===== config.mk =====
export PLATFORM = sky130hd
export DESIGN_NAME = prio_irq_ctrl
export DESIGN_NICKNAME = d
export VERILOG_FILES = /design/src/rtl/prio_irq_ctrl.sv
export SDC_FILE = /design/constraint.sdc
export NUM_CORES = 2
export LEC_CHECK = 0
export BUFFER_PORTS_ARGS = -buffer_cell sky130_fd_sc_hd__buf_2
export CAP_MARGIN = 20
export CORE_UTILIZATION = 50
export DETAILED_ROUTE_END_ITERATION = 7
export GPL_TIMING_DRIVEN = 0
export MAX_ROUTING_LAYER = met4
export PLACE_DENSITY_LB_ADDON = 0.2
export SETUP_SLACK_MARGIN = 0.05
export SLEW_MARGIN = 30
export SYNTH_ARGS = -nofsm -noshare
export SYNTH_HDL_FRONTEND = slang
export SYNTH_SLANG_ARGS = --single-unit

===== constraint.sdc =====
create_clock -name clk -period 33.5 [get_ports clk]
set_input_delay 1.675 -clock clk [delete_from_list [all_inputs] [get_ports clk]]
set_output_delay 1.675 -clock clk [all_outputs]
set_load 0.02 [all_outputs]

===== src/rtl/prio_irq_ctrl.sv =====
module prio_irq_ctrl #(
  parameter int NSRC     = 64,
  parameter int PW       = 8,
  parameter int AW       = 8,
  parameter int DW       = 32,
  parameter int VW       = 8,
  parameter int VEC_BASE = 64,
  parameter int VEC_IDLE = 24
) (
  input  logic            clk,
  input  logic            rst_n,
  input  logic [NSRC-1:0] irq_in,
  input  logic            reg_wr,
  input  logic [AW-1:0]   reg_addr,
  input  logic [DW-1:0]   reg_wdata,
  output logic [DW-1:0]   reg_rdata,
  output logic [PW-1:0]   irq_level,
  output logic [VW-1:0]   irq_vector,
  output logic            wr_err
);
  localparam int IW    = $clog2(NSRC);
  localparam int HALF  = NSRC / 2;
  localparam int NODES = 2 * NSRC;

  localparam logic [AW-1:0] A_PEND_HI = AW'('h00);
  localparam logic [AW-1:0] A_PEND_LO = AW'('h04);
  localparam logic [AW-1:0] A_MASK_HI = AW'('h08);
  localparam logic [AW-1:0] A_MASK_LO = AW'('h0C);
  localparam logic [AW-1:0] A_FRC_HI  = AW'('h10);
  localparam logic [AW-1:0] A_FRC_LO  = AW'('h14);
  localparam logic [AW-1:0] A_MSET    = AW'('h1C);
  localparam logic [AW-1:0] A_MCLR    = AW'('h1D);
  localparam logic [AW-1:0] A_VEC     = AW'('hE0);

  logic [NSRC-1:0] pend_q, mask_q, frc_q, en_q, act;
  logic [PW-1:0]   pri_q [NSRC];
  logic [PW-1:0]   lvl_q;
  logic [VW-1:0]   vec_q;
  logic            err_q;

  wire is_pri  = reg_addr[AW-1:IW] == (AW-IW)'(1);
  wire is_ign  = reg_addr == A_PEND_HI || reg_addr == A_PEND_LO;
  wire is_mhi  = reg_addr == A_MASK_HI;
  wire is_mlo  = reg_addr == A_MASK_LO;
  wire is_mset = reg_addr == A_MSET;
  wire is_mclr = reg_addr == A_MCLR;
  wire is_bad  = reg_wr & ~(is_pri | is_ign | is_mhi | is_mlo | is_mset | is_mclr);
  wire cmd_all = reg_wdata[6];
  wire [NSRC-1:0] cmd_bit = NSRC'(1) << reg_wdata[IW-1:0];
  wire [IW-1:0]   pri_idx = reg_addr[IW-1:0];

  always_ff @(posedge clk) begin
    if (!rst_n) begin
      pend_q <= '0;
      frc_q  <= '0;
    end else begin
      pend_q <= irq_in;
    end
  end

  always_ff @(posedge clk) begin
    if (!rst_n) begin
      mask_q <= '1;
    end else if (reg_wr) begin
      if (is_mhi)
        mask_q[NSRC-1:HALF] <= reg_wdata[HALF-1:0];
      else if (is_mlo)
        mask_q[HALF-1:0] <= reg_wdata[HALF-1:0];
      else if (is_mset)
        mask_q <= cmd_all ? '1 : (mask_q | cmd_bit);
      else if (is_mclr)
        mask_q <= cmd_all ? '0 : (mask_q & ~cmd_bit);
    end
  end

  always_ff @(posedge clk) begin
    if (!rst_n) begin
      en_q <= '0;
      for (int i = 0; i < NSRC; i++) pri_q[i] <= '0;
    end else if (reg_wr && is_pri) begin
      pri_q[pri_idx] <= reg_wdata[PW-1:0];
      en_q[pri_idx]  <= |reg_wdata[PW-1:0];
    end
  end

  always_ff @(posedge clk) begin
    if (!rst_n) err_q <= 1'b0;
    else        err_q <= is_bad;
  end

  assign act = (pend_q | frc_q) & en_q & ~mask_q;

  logic          nd_vld [1:NODES-1];
  logic [PW-1:0] nd_pri [1:NODES-1];
  logic [IW-1:0] nd_idx [1:NODES-1];

  for (genvar s = 0; s < NSRC; s++) begin : g_leaf
    assign nd_vld[NSRC+s] = act[s];
    assign nd_pri[NSRC+s] = pri_q[s];
    assign nd_idx[NSRC+s] = IW'(s);
  end

  for (genvar n = 1; n < NSRC; n++) begin : g_node
    wire take_hi = nd_vld[2*n+1] & (~nd_vld[2*n] | (nd_pri[2*n+1] >= nd_pri[2*n]));
    assign nd_vld[n] = nd_vld[2*n] | nd_vld[2*n+1];
    assign nd_pri[n] = take_hi ? nd_pri[2*n+1] : nd_pri[2*n];
    assign nd_idx[n] = take_hi ? nd_idx[2*n+1] : nd_idx[2*n];
  end

  always_ff @(posedge clk) begin
    if (!rst_n) begin
      lvl_q <= '0;
      vec_q <= VW'(VEC_IDLE);
    end else begin
      lvl_q <= nd_vld[1] ? nd_pri[1] : '0;
      vec_q <= nd_vld[1] ? VW'(VEC_BASE) + VW'(nd_idx[1]) : VW'(VEC_IDLE);
    end
  end

  always_comb begin
    reg_rdata = '0;
    if (is_pri) reg_rdata = DW'(pri_q[pri_idx]);
    else begin
      case (reg_addr)
        A_PEND_HI: reg_rdata = DW'(pend_q[NSRC-1:HALF]);
        A_PEND_LO: reg_rdata = DW'(pend_q[HALF-1:0]);
        A_MASK_HI: reg_rdata = DW'(mask_q[NSRC-1:HALF]);
        A_MASK_LO: reg_rdata = DW'(mask_q[HALF-1:0]);
        A_FRC_HI:  reg_rdata = DW'(frc_q[NSRC-1:HALF]);
        A_FRC_LO:  reg_rdata = DW'(frc_q[HALF-1:0]);
        A_VEC:     reg_rdata = DW'(vec_q);
        default:   reg_rdata = '0;
      endcase
    end
  end

  assign irq_level  = lvl_q;
  assign irq_vector = vec_q;
  assign wr_err     = err_q;


  pend_track_chk: assert property (@(posedge clk) disable iff (!rst_n)
    $past(rst_n) |-> pend_q == $past(irq_in));


  idle_vec_chk: assert property (@(posedge clk) disable iff (!rst_n)
    (irq_level == '0) == (irq_vector == VW'(VEC_IDLE)));


  vec_range_chk: assert property (@(posedge clk) disable iff (!rst_n)
    irq_level != '0 |-> irq_vector >= VW'(VEC_BASE));


  mset_all_chk: assert property (@(posedge clk) disable iff (!rst_n)
    $past(rst_n) && $past(reg_wr && reg_addr == A_MSET && reg_wdata[6]) |-> mask_q == '1);


  mclr_all_chk: assert property (@(posedge clk) disable iff (!rst_n)
    $past(rst_n) && $past(reg_wr && reg_addr == A_MCLR && reg_wdata[6]) |-> mask_q == '0);


  bad_wr_chk: assert property (@(posedge clk) disable iff (!rst_n)
    $past(rst_n) && wr_err |-> $stable(mask_q) && $stable(en_q));
endmodule


### After elaboration in Yosys (flattened, before gate mapping)

Memories as Yosys holds them, arrays and structs flattened.
Cells that the tools add are included.

| word-level totals | value |
|---|---|
| register bits | 209 |
| bits in writable memories | 512 |
| input bits | 107 |
| memory bits (read-only) | 0 |
| memories | 1 |
| word-level logic and storage cells | 505 |
| bits in latches | 0 |

Memories:

| memory | words | width | read ports | clocked after Yosys merged registers in | write ports | line | source |
|---|---|---|---|---|---|---|---|
| pri_q | 64 | 8 | 65 | 0 | 64 | 36 | `logic [PW-1:0] pri_q [NSRC];` |

| operators by class | value |
|---|---|
| add/subtract/negate cells | 1 |
| multiplexer cells | 145 |
| div/mod/pow operators | 0 |
| bitwise gates (word level) | 266 |
| $lt $le $gt $ge | 65 |
| equality and inequality tests | 8 |
| $mul | 0 |
| shift-type cells | 1 |
| reductions and logical operators | 11 |

Operators with widths:

| cell | number |
|---|---|
| $mux 8 | 64 |
| $ge 8x8->1 | 63 |
| $mux 64 | 4 |
| $and 64x64->64 | 3 |
| $mux 6 | 32 |
| $pmux 32 s5 | 1 |
| $or 1x1->1 | 131 |
| $mux 32 | 4 |
| $not 64->64 | 2 |
| $not 1->1 | 65 |
| $and 1x1->1 | 64 |
| $bwmux 64 | 1 |
| $or 64x64->64 | 1 |
| $shl 1x6->64 const A | 1 |
| $mux 1 | 38 |
| $eq 8x4->1 const B | 2 |
| $eq 8x5->1 const B | 2 |
| $reduce_or 8->1 | 2 |
| $add 7x6->8 const A | 1 |
| $eq 8x3->1 const B | 1 |
| $eq 8x8->1 const B | 1 |
| $logic_not 8->1 | 1 |
| $lt 6x7->1 const B | 1 |
| $demux 1 s6 | 1 |
| 8 further kinds | 11 |

### Logic depth before layout (Yosys ltp)

| logic depth | value |
|---|---|
| depth in word-level cells | 27 |
| mapped depth | 64 |

### Worst setup path after synthesis

No wires, ideal clock.

| timing | value |
|---|---|
| path kind | register to register |
| start point | memory pri_q[57][5] |
| end point | register vec_q[1] (netlist: irq_vector[1]) |
| stages on the path, launching flop included | 60 |
| required time | 33.421 ns |
| data arrival time | 12.007 ns |
| path slack | 21.414 ns |
| library setup time | 0.079 ns |
| path through | edfxtp_1 ha_1 a21o_1 a211oi_1 o21ai_2 and2_1 clkbuf_1 a21oi_1 ha_1 a21oi_1 nor2b_1 o21ai_0 nand2_1 nor2_1 o211ai_1 and3_1 clkbuf_1 buf_2 [... 24 more ...] and3_1 a21oi_1 o21ai_0 o31a_1 o31ai_1 clkbuf_1 mux2_4 ha_1 nand2b_1 a21o_1 a21oi_1 o21ai_0 a31o_2 a211oi_1 nor2_1 nor3_1 o211ai_1 o211ai_1 |

RTL lines:

| what | line | source |
|---|---|---|
| start: declaration | 36 |  |
| end signal: assignment | 113 | `vec_q <= VW'(VEC_IDLE);` |
| end signal: assignment | 116 | `vec_q <= nd_vld[1] ? VW'(VEC_BASE) + VW'(nd_idx[1]) : VW'(VEC_IDLE);` |
| end: declaration | 38 | `logic [VW-1:0] vec_q;` |

==> flow_summary.toml <==
[clock_network]
cts-root-buf = "clkbuf_16"
cts_resized = 0
cts_buffers = 84
h-tree-depth = 3
cts_tree = "built"
clkSinkCount = 720
clkTransAtPathRegs_ns = 0.06
clock_path_buffers = 3
clk_latency_ns = 0.73
hold_buffers = 0
cts_setup_buffers = 0

[synth]
yosysSeqAreaShare_pct = 37.4
syn_area_per_cell_um2 = 9.19
yosys_warnings = 0
synth_edf_count = 512
ys_types = 109
yosys.area.top_type = "edfxtp_1"
synthFlopType = "edfxtp_1"
syn_area_um2 = 52200
synth_top_area_share_pct = 29.4
synth_nets = 6281
synthCells = 5684
synthArstFlopShare_pct = 0
ys_seq_elements = 720
synth_area_leaders = "edfxtp_1 (29%), ha_1 (12%), dfxtp_1 (8.0%)"

[power_and_ir_drop]
p_per_area_nw_per_um2 = 41.0
power_frac_clock_pct = 42.3
p_sw_w = 0.000724
leakagePower_nw = 25.0
p_sw_share_pct = 29.8
internal-power_w = 0.00170
peakVddDrop_mv = 0.0411
seqPwrFrac_pct = 42.8
p_comb_share_pct = 14.9

[timing]
max_freq_mhz = 57.8
grt_setup_unrepaired = "false"
hold_slack_ns = 0.475
timing.final.crit_share_pct = 51.6
hold_violations = 0
finalSetupViolations = 0
max_slew_margin_pct = 21.7
tightest_slew_ns = 1.17
slew_viol_final = 0
clock_skew_ns = 0.0291
timing.final.crit_period_ns = 17.30
setup_tns_ns = 0

[die]
core_um2 = 103000
die_area_um2 = 106000
start_util_pct = 50.5
die_h_um = 325
num_rows = 118
io_pins = 156
die_width_um = 325

[global_route]
grt_max_degree = 15
first_global_vias = 46408
gr-total-overflow = 0
grtUsageTotal_pct = 51.4
antenna_found_initial = 37
grt_pass1_wl_um = 366000

[placement]
globalplace.congestion = 1.17
dp_hpwl_um = 216000
portBuffers = 147

[critical_path]
cpMostUsedCell = "a21o_1"
cp.arrival_ns = 17.79
cp-end-kind = "flip-flop"
crit_fanout = 11
critPathKind = "reg -> reg"
start_kind = "flip-flop"
slowest_stage = "clkbuf_1"
required_ns = 34.00
slowest_delay_ns = 0.82
reg2reg_slack_ns = 16.20

[detailed_routing]
wirelength_um = 272000
vias_per_cell = 6.90
first_iter_violations = 8874
drcViolationCount = 2
drtAntennaViolNets = 0
wire_per_inst_um = 36.4
num_vias = 51501
drt-pass1-iter-count = 8

[outcome]
status = "finished with violations"
violations = "DRC"

[min_path]
hold_path_class = "reg -> reg"

[cells_and_area]
drive_above_1_share_pct = 10.4
area_growth_pct = 13.3
nets = 6570
n_fill_cell = 9141
final-seq-area_um2 = 19500
multiInputGateArea_um2 = 29800

[flow_run]
cap_violations = 0
[path summary, 6_finish.rpt]
path	depth (start not counted)	start	endpoint
setup / recovery	56	pri_q[62][0]	irq_level[4]
setup reg to reg	56	pri_q[62][0]	irq_level[4]
hold / removal	2	en_q[41]	en_q[41]
hold reg to reg	2	en_q[41]	en_q[41]
[state kept, by name, summed over array words and instances, names as in the netlist]
register / flops
en_q: 64
irq_level: 8
irq_vector: 7
mask_q: 64
pend_q: 64
pri_q: 512
wr_err: 1
[cell usage in the layout, fill, tap and decap left out, types with 124 or more instances in the layout]
cell type | synthesis | routed
nor2_1 | 271 | 266
clkbuf_1 | 250 | 197
o211ai_1 | 124 | 124
o21ai_0 | 367 | 298
mux2i_1 | 207 | 207
edfxtp_1 | 512 | 512
a21oi_1 | 277 | 276
and2_1 | 611 | 611
inv_1 | 505 | 505
a22oi_1 | 200 | 200
ha_1 | 490 | 490
dfxtp_1 | 208 | 208
buf_2 | 14 | 177
nand2_1 | 427 | 423
[power by group through the flow]
stage                     combinational [W]  sequential [W]  clock [W]
after floorplan                    0.000189         0.00103          0
after global placement             0.000318         0.00105          0
after detailed placement           0.000337         0.00105          0
after CTS                          0.000340         0.00103    0.00101
after global routing               0.000376         0.00104    0.00105
final                              0.000360         0.00104    0.00103
[synthesized netlist by cell type, types with 13 or more instances]
| cell type | instances |
|---|---|
| o211ai_1 | 124 |
| nand3_1 | 69 |
| a211o_1 | 13 |
| and2_1 | 611 |
| a21oi_1 | 277 |
| a22o_1 | 37 |
| and3b_1 | 15 |
| a211oi_1 | 42 |
| a41oi_1 | 18 |
| o221ai_1 | 15 |
| a31oi_1 | 70 |
| o311ai_0 | 65 |
| and4_1 | 17 |
| a22oi_1 | 200 |
| o22ai_1 | 27 |
| edfxtp_1 | 512 |
| o21ai_0 | 367 |
| nor2b_1 | 39 |
| nor3_1 | 46 |
| buf_2 | 14 |
| o21a_1 | 34 |
| nand2b_1 | 76 |
| mux2i_1 | 207 |
| ha_1 | 490 |
| nand3b_1 | 51 |
| buf_1 | 26 |
| a221o_1 | 28 |
| and3_1 | 21 |
| mux2_2 | 65 |
| clkbuf_1 | 250 |
| nand2_1 | 427 |
| dfxtp_1 | 208 |
| nor2_1 | 271 |
| nand4_1 | 47 |
| a221oi_1 | 44 |
| inv_1 | 505 |
| a21o_1 | 86 |
[cell families (layout without fill, tap and decap cells)]
group | count (synthesis) | in the layout | share of synthesized area [%]
fa+ha+maj | 494 | 494 | 11.8
simple gates | 1776 | 1776 | 18.2
mux | 276 | 276 | 5.50
compound gates | 1613 | 1613 | 21.1
flops | 720 | 720 | 37.4
other cells | 1 | 41 | 0.00718
buf+inv | 804 | 1164 | 5.91
[cell type report]
type                       count  share of cell area (%)
sequential                   720                    33.0
clock buffer                 106                    3.97
clock inverter                51                    1.19
inverter                     505                    3.20
timing repair buffer         203                    2.99
buffer                       299                    2.17
multi-input combinational   4160                    50.4
tap                         1380                    2.92
antenna                       40                   0.169
[worst max-delay path, delay by kind of cell (launching register included)]
kind / cells / cell delay, ns
AOI/OAI and AO/OA: 26 / 7.20
muxes: 4 / 1.85
adders and majority gates: 6 / 1.71
and+or+nand+nor: 14 / 3.58
buffers and inverters: 6 / 2.22
DFF: 1 / 0.45
[per-stage QoR]
stage               util [%]  cells  power (W)  setup WS, ns  cell area (µm²)
floorplan                  -   5684    0.00122         21.41            52200
global placement        52.8   7211    0.00137         16.21            54700
detailed placement      54.1   7267    0.00139         16.81            56000
CTS                     57.0   7424    0.00239         16.78            59000
global route            57.1   7443    0.00246         15.98            59100
finish                  57.2   7464    0.00243         16.20            59200
[layer usage]
layer / track usage, % / vias to the layer above / part of all wire [%]
met5: - / - / 0
met4: 35.5 / 0 / 8.9
met3: 17.8 / 1128 / 15
met2: 69.2 / 4296 / 39
met1: 64.0 / 24522 / 37
li1: - / 21555 / -
Note: power is estimated with default switching activity, not from simulation.
